### src/rtl/wbs_pkg.sv
package wbs_pkg;
  typedef enum logic [1:0] {
    ST_IDLE,
    ST_ADDR,
    ST_BEAT,
    ST_SPLIT_ADDR
  } seqState_t;

  typedef struct packed {
    logic load;   // take a new request
    logic step;   // one beat consumed
    logic part2;  // begin second linear transaction
  } ctlStrobes_t;
endpackage

### src/rtl/wbs_datapath.sv
module wbs_datapath
  import wbs_pkg::*;
#(
  parameter int ADDR_W = 28,
  parameter int BANK_W = 2,
  parameter int LEN_W  = 5,
  localparam int MEM_W = ADDR_W - BANK_W
) (
  input  logic              clk,
  input  logic              rstN,
  input  ctlStrobes_t       ctl,
  input  logic [ADDR_W-1:0] reqAddr,
  input  logic [LEN_W-1:0]  reqLen,
  input  logic              reqWrap,
  input  logic              cfgWide,
  input  logic              cfgSync,
  input  logic              cfgWrapEn,
  input  logic              cfgWrap16,
  output logic [MEM_W-1:0]  curAddr,
  output logic [BANK_W-1:0] bankQ,
  output logic              lastBeat,
  output logic              splitPend,
  output logic              syncQ
);
  // request decode, evaluated only when a request is taken
  logic [MEM_W-1:0] wordIn;
  logic [LEN_W-1:0] lenM1;
  logic [LEN_W-1:0] offIn;
  logic [LEN_W-1:0] nFull;
  logic             memWraps;
  logic             needSplit;
  logic [LEN_W-1:0] firstCnt;

  always_comb begin
    wordIn    = cfgWide ? {1'b0, reqAddr[MEM_W-1:1]} : reqAddr[MEM_W-1:0];
    lenM1     = reqLen - LEN_W'(1);
    offIn     = wordIn[LEN_W-1:0] & lenM1;
    nFull     = cfgWrap16 ? LEN_W'(16) : LEN_W'(8);
    memWraps  = cfgWrapEn && (reqLen == nFull);
    needSplit = reqWrap && cfgSync && !memWraps && (offIn != '0);
    firstCnt  = needSplit ? (reqLen - offIn) : reqLen;
  end

  // held request state
  logic [LEN_W-1:0] maskQ;
  logic             wrapQ;
  logic [LEN_W-1:0] beatsLeft;
  logic [LEN_W-1:0] part2Cnt;
  logic [MEM_W-1:0] baseQ;
  logic [MEM_W-1:0] maskW;
  logic [MEM_W-1:0] incAddr;
  logic [MEM_W-1:0] nextAddr;

  always_comb begin
    maskW    = MEM_W'(maskQ);
    incAddr  = curAddr + MEM_W'(1);
    nextAddr = wrapQ ? ((curAddr & ~maskW) | (incAddr & maskW)) : incAddr;
    lastBeat = (beatsLeft == LEN_W'(1));
  end

  always_ff @(posedge clk) begin
    if (!rstN) begin
      curAddr   <= '0;
      bankQ     <= '0;
      maskQ     <= '0;
      wrapQ     <= 1'b0;
      syncQ     <= 1'b0;
      beatsLeft <= '0;
      part2Cnt  <= '0;
      splitPend <= 1'b0;
      baseQ     <= '0;
    end else if (ctl.load) begin
      curAddr   <= wordIn;
      bankQ     <= reqAddr[ADDR_W-1 -: BANK_W];
      maskQ     <= lenM1;
      wrapQ     <= reqWrap;
      syncQ     <= cfgSync;
      beatsLeft <= firstCnt;
      part2Cnt  <= offIn;
      splitPend <= needSplit;
      baseQ     <= wordIn & ~MEM_W'(lenM1);
    end else if (ctl.part2) begin
      curAddr   <= baseQ;
      beatsLeft <= part2Cnt;
      splitPend <= 1'b0;
    end else if (ctl.step) begin
      beatsLeft <= beatsLeft - LEN_W'(1);
      if (!syncQ) curAddr <= nextAddr;
    end
  end
endmodule

### src/rtl/wbs_control.sv
module wbs_control
  import wbs_pkg::*;
(
  input  logic        clk,
  input  logic        rstN,
  input  logic        reqValid,
  input  logic        lastBeat,
  input  logic        splitPend,
  input  logic        syncQ,
  output ctlStrobes_t ctl,
  output logic        reqReady,
  output logic        busy,
  output logic        addrValid,
  output logic        beatStrobe,
  output logic        txnStart,
  output logic        txnEnd,
  output logic        done
);
  seqState_t state, stateNxt;
  logic      doneQ;

  always_comb begin
    stateNxt = state;
    ctl      = '0;
    unique case (state)
      ST_IDLE: if (reqValid) begin
        ctl.load = 1'b1;
        stateNxt = ST_ADDR;
      end
      ST_ADDR:       stateNxt = ST_BEAT;
      ST_SPLIT_ADDR: stateNxt = ST_BEAT;
      ST_BEAT: begin
        ctl.step = 1'b1;
        if (lastBeat) begin
          if (splitPend) begin
            ctl.part2 = 1'b1;
            stateNxt  = ST_SPLIT_ADDR;
          end else begin
            stateNxt  = ST_IDLE;
          end
        end
      end
      default: stateNxt = ST_IDLE;
    endcase
  end

  always_ff @(posedge clk) begin
    if (!rstN) begin
      state <= ST_IDLE;
      doneQ <= 1'b0;
    end else begin
      state <= stateNxt;
      doneQ <= (state == ST_BEAT) && lastBeat && !splitPend;
    end
  end

  always_comb begin
    reqReady   = (state == ST_IDLE);
    busy       = !reqReady;
    txnStart   = (state == ST_ADDR) || (state == ST_SPLIT_ADDR);
    beatStrobe = (state == ST_BEAT);
    addrValid  = txnStart || (beatStrobe && !syncQ);
    txnEnd     = beatStrobe && lastBeat;
    done       = doneQ;
  end
endmodule

### src/rtl/wrap_burst_seq.sv
module wrap_burst_seq
  import wbs_pkg::*;
#(
  parameter int ADDR_W = 28,
  parameter int BANK_W = 2,
  parameter int LEN_W  = 5,
  localparam int MEM_W = ADDR_W - BANK_W,
  localparam int NBANK = 1 << BANK_W
) (
  input  logic              clk,
  input  logic              rstN,
  input  logic              reqValid,
  output logic              reqReady,
  input  logic [ADDR_W-1:0] reqAddr,
  input  logic [LEN_W-1:0]  reqLen,
  input  logic              reqWrap,
  input  logic              cfgWide,
  input  logic              cfgSync,
  input  logic              cfgWrapEn,
  input  logic              cfgWrap16,
  output logic [MEM_W-1:0]  memAddr,
  output logic [NBANK-1:0]  memBankSel,
  output logic              addrValid,
  output logic              beatStrobe,
  output logic              txnStart,
  output logic              txnEnd,
  output logic              done
);
  ctlStrobes_t       ctl;
  logic [BANK_W-1:0] bankQ;
  logic              lastBeat;
  logic              splitPend;
  logic              syncQ;
  logic              busy;

  wbs_control u_ctl (
    .clk        (clk),
    .rstN       (rstN),
    .reqValid   (reqValid),
    .lastBeat   (lastBeat),
    .splitPend  (splitPend),
    .syncQ      (syncQ),
    .ctl        (ctl),
    .reqReady   (reqReady),
    .busy       (busy),
    .addrValid  (addrValid),
    .beatStrobe (beatStrobe),
    .txnStart   (txnStart),
    .txnEnd     (txnEnd),
    .done       (done)
  );

  wbs_datapath #(
    .ADDR_W (ADDR_W),
    .BANK_W (BANK_W),
    .LEN_W  (LEN_W)
  ) u_dp (
    .clk       (clk),
    .rstN      (rstN),
    .ctl       (ctl),
    .reqAddr   (reqAddr),
    .reqLen    (reqLen),
    .reqWrap   (reqWrap),
    .cfgWide   (cfgWide),
    .cfgSync   (cfgSync),
    .cfgWrapEn (cfgWrapEn),
    .cfgWrap16 (cfgWrap16),
    .curAddr   (memAddr),
    .bankQ     (bankQ),
    .lastBeat  (lastBeat),
    .splitPend (splitPend),
    .syncQ     (syncQ)
  );

  for (genvar g = 0; g < NBANK; g++) begin : g_bank
    assign memBankSel[g] = busy && (bankQ == BANK_W'(g));
  end
endmodule

### config.mk
export PLATFORM = sky130hd
export DESIGN_NAME = wrap_burst_seq
export DESIGN_NICKNAME = d
export VERILOG_FILES = /design/src/rtl/wbs_pkg.sv /design/src/rtl/wbs_datapath.sv /design/src/rtl/wbs_control.sv /design/src/rtl/wrap_burst_seq.sv
export SDC_FILE = /design/constraint.sdc
export NUM_CORES = 1
export LEC_CHECK = 0
export ABC_CLOCK_PERIOD_IN_PS = 2400
export BUFFER_PORTS_ARGS = -buffer_cell sky130_fd_sc_hd__buf_2
export CORE_MARGIN = 8
export CORE_UTILIZATION = 57
export CTS_CLUSTER_DIAMETER = 150
export DETAILED_ROUTE_END_ITERATION = 16
export PLACE_DENSITY_LB_ADDON = 0.2
export SLEW_MARGIN = 5
export SYNTH_ARGS = -nofsm -noshare
export SYNTH_HDL_FRONTEND = slang
export SYNTH_SLANG_ARGS = --single-unit
### constraint.sdc
create_clock -name clk -period 2.4 [get_ports clk]
set_input_delay 0.12 -clock clk [delete_from_list [all_inputs] [get_ports clk]]
set_output_delay 0.12 -clock clk [all_outputs]
set_load 0.02 [all_outputs]
==> impl_metrics.yaml <==
yosys:
  synth_top_area_cell: "dfxtp_1"
  syn_area_per_cell_um2: 7.794
  yosys_warnings: 0
  synth_edf_count: 0
  syn_inst: 575
  synth_area_leaders: "dfxtp_1 (34%), a21oi_1 (8.4%), nor2_1 (6.8%)"
  syn_nets: 623
  synth_seq_area_share_pct: 33.50
  yosysMostFrequentCell: "nor2_1"
  synthesis.area_mm2: 0.004482
  postSynth.asyncResetShare_pct: 0
  synthTopCellsByCount: "nor2_1 (81), a21oi_1 (75), dfxtp_1 (75), nand2_1 (61), o21ai_0 (27)"
  synth_cell_type_count: 73
  yosys.area.top_type_share_pct: 33.50
  yosys_most_used_dff: "dfxtp_1"
  ys_seq_elements: 75
place:
  gp_congestion: 0.8932
  port_buffers: 76
  dp_cells: 737
  post-dp-hpwl_mm: 9.657
  dp_slack_ps: 81.15
cells_and_area:
  diodes: 0
  drive_above_1_share_pct: 20.52
  stdcell_count: 755
  fin_nets: 696
  fin_util_pct: 67.22
  syn2layout_area_growth_pct: 15.30
route:
  vias_per_cell: 6.040
  firstDrtPassIters: 5
  wl_per_cell_um: 17.23
  vias: 4560
  ant_nets: 0
  drtIter0Drc: 434
  route.detailed.drc: 0
  wirelength_mm: 13.01
die:
  initial_utilization_pct: 58.30
  rows: 32
  die_x_um: 104.7
  die_area_mm2: 0.01096
  num_io_pins: 77
  core_mm2: 0.007687
  die_y_um: 104.7
cts:
  clkSlewWorstSetupHoldPaths_ps: 80
  cts_max_path_buffers: 2
  cts_htree_levels: 3
  cts_made_buffers: 9
  clock_latency_ps: 360
  cts-root-buf: "clkbuf_8"
  clock_sinks: 75
  cts_tree: "built"
global_route:
  antenna_found_initial: 0
  grt_pass1_vias: 4362
  grt.total_usage_pct: 23.22
  global_route.overflow_total: 0
  grt_pass1_wl_mm: 21.31
  grt_max_degree: 39
sta:
  max_slew.worst_pin.slew_ps: 591.3
  setup_slack_ps: 226.7
  slew_headroom_pct: 60.16
  setup_viol: 0
  slew_viol_final: 0
  hold_viol_final: 0
  finalCritPeriodShare_pct: 90.55
  setup-tns-final_ps: 0
  fin_worst_skew_ps: 14.48
  fin_crit_ps: 2173
  max_freq_ghz: 0.4601
  rsz0062_at_grt: "no"
power:
  leakage_nw: 2.116
  finalPower_w: 0.003126
  vdd_drop_max_mv: 0.3286
  cellPowerDensity_mw_per_mm2: 604.9
critical_path:
  path_max_fanout: 11
  end_kind: "flop"
  crit_required_ps: 2620
  critPathLaunchType: "flop"
  path_class: "flop to flop"
  worstRegToRegCells: 8
  crit_arrival_ps: 2400
run_status:
  status: "finished clean"
worst_hold_path:
  min_path_type: "input pin to flop"
  hold_depth: 3
job:
  cap_violations: 0
placed cells by master (no fill, tap or decap), drive strengths merged, types with 5 or more instances in the layout:
cell     n
and3     7
nand2   61
dfxtp   75
mux2i   28
buf     96
a21oi   75
a211oi  11
o21ai   31
a32o     5
nand3   16
o22ai   10
nand2b   5
ha       7
inv     18
nor3    21
xnor2    8
a31oi    7
o31a     5
clkbuf  11
o211ai   6
nor2    81
where the power goes:
part,internal (W),switching (W)
Combinational,0.000316,0.000489
Clock,0.000407,0.000487
Sequential,0.00133,0.0000911
critical path, cell delays in order, from the launching register on:
cell and delay (ps):
dfxtp_1 360, inv_1 70, ha_1 190, nor4b_4 140
and3_1 190, buf_4 160, or3_4 470, nand2_1 320
o22ai_1 140
final timing paths:
kind	start	endpoint	slack, ps
max	u_dp.beatsLeft[1]$_SDFFE_PN0P_	u_dp.curAddr[23]$_SDFFE_PN0P_	230
min	reqWrap	u_dp.wrapQ$_SDFFE_PN0P_	40
max reg2reg	u_dp.beatsLeft[1]$_SDFFE_PN0P_	u_dp.curAddr[23]$_SDFFE_PN0P_	230
min reg2reg	u_dp.part2Cnt[1]$_SDFFE_PN0P_	u_dp.part2Cnt[1]$_SDFFE_PN0P_	460
flip-flops by register name, summed over array words and instances (netlist names), named ones only:
| signal | flops |
|---|---|
| u_ctl.done | 1 |
| u_ctl.state | 2 |
| u_dp.bankQ | 2 |
| u_dp.baseQ | 26 |
| u_dp.beatsLeft | 5 |
| u_dp.curAddr | 22 |
| u_dp.maskQ | 5 |
| u_dp.part2Cnt | 5 |
| u_dp.splitPend | 1 |
| u_dp.syncQ | 1 |
| u_dp.wrapQ | 1 |
layer usage:
layer / vias up / track usage (%) / wire length [µm]
met4: 0 / 7.034 / 172
li1: 2231 / - / -
met5: - / 0 / 0
met3: 17 / 4.730 / 1199
met1: 2094 / 32.66 / 5989
met2: 218 / 34.84 / 5646
layout make-up:
class                           instances  area [µm²]
Timing Repair Buffer                   98       563.0
Sequential cell                        75        1501
Inverter                               17       63.81
Multi-Input combinational cell        447        2733
Clock buffer                           11       141.4
Fill cell                             699        2520
Tap cell                              102       127.6
Clock inverter                          5       37.54
per-stage QoR:
| step | hold slack (ps) | area (µm²) |
|---|---|---|
| 2_1_floorplan | 256.0 | 4482 |
| 3_3_place_gp | 361.0 | 4960 |
| 3_5_place_dp | 369.4 | 4960 |
| 4_1_cts | 34.77 | 5159 |
| 5_1_grt | 61.28 | 5167 |
| 6_report | 42.39 | 5167 |
cell families after synthesis:
family                   share of synthesized area (%)
adder cells (fa/ha/maj)                          1.954
multiplexers                                     7.454
AO/OA/AOI/OAI                                    25.68
XOR/XNOR                                         2.345
flip-flops                                       33.50
buffers and inverters                            5.723
AND/OR/NAND/NOR                                  23.34
repair_timing:
action / in CTS / in global routing
resized for setup: 0 / 1
setup buffers: 0 / 0
hold buffers: 2 / 0
endpoints found under the hold margin: 2 / 0
setup endpoints to repair: 0 / 1
Power figures use the tool's default switching activity.
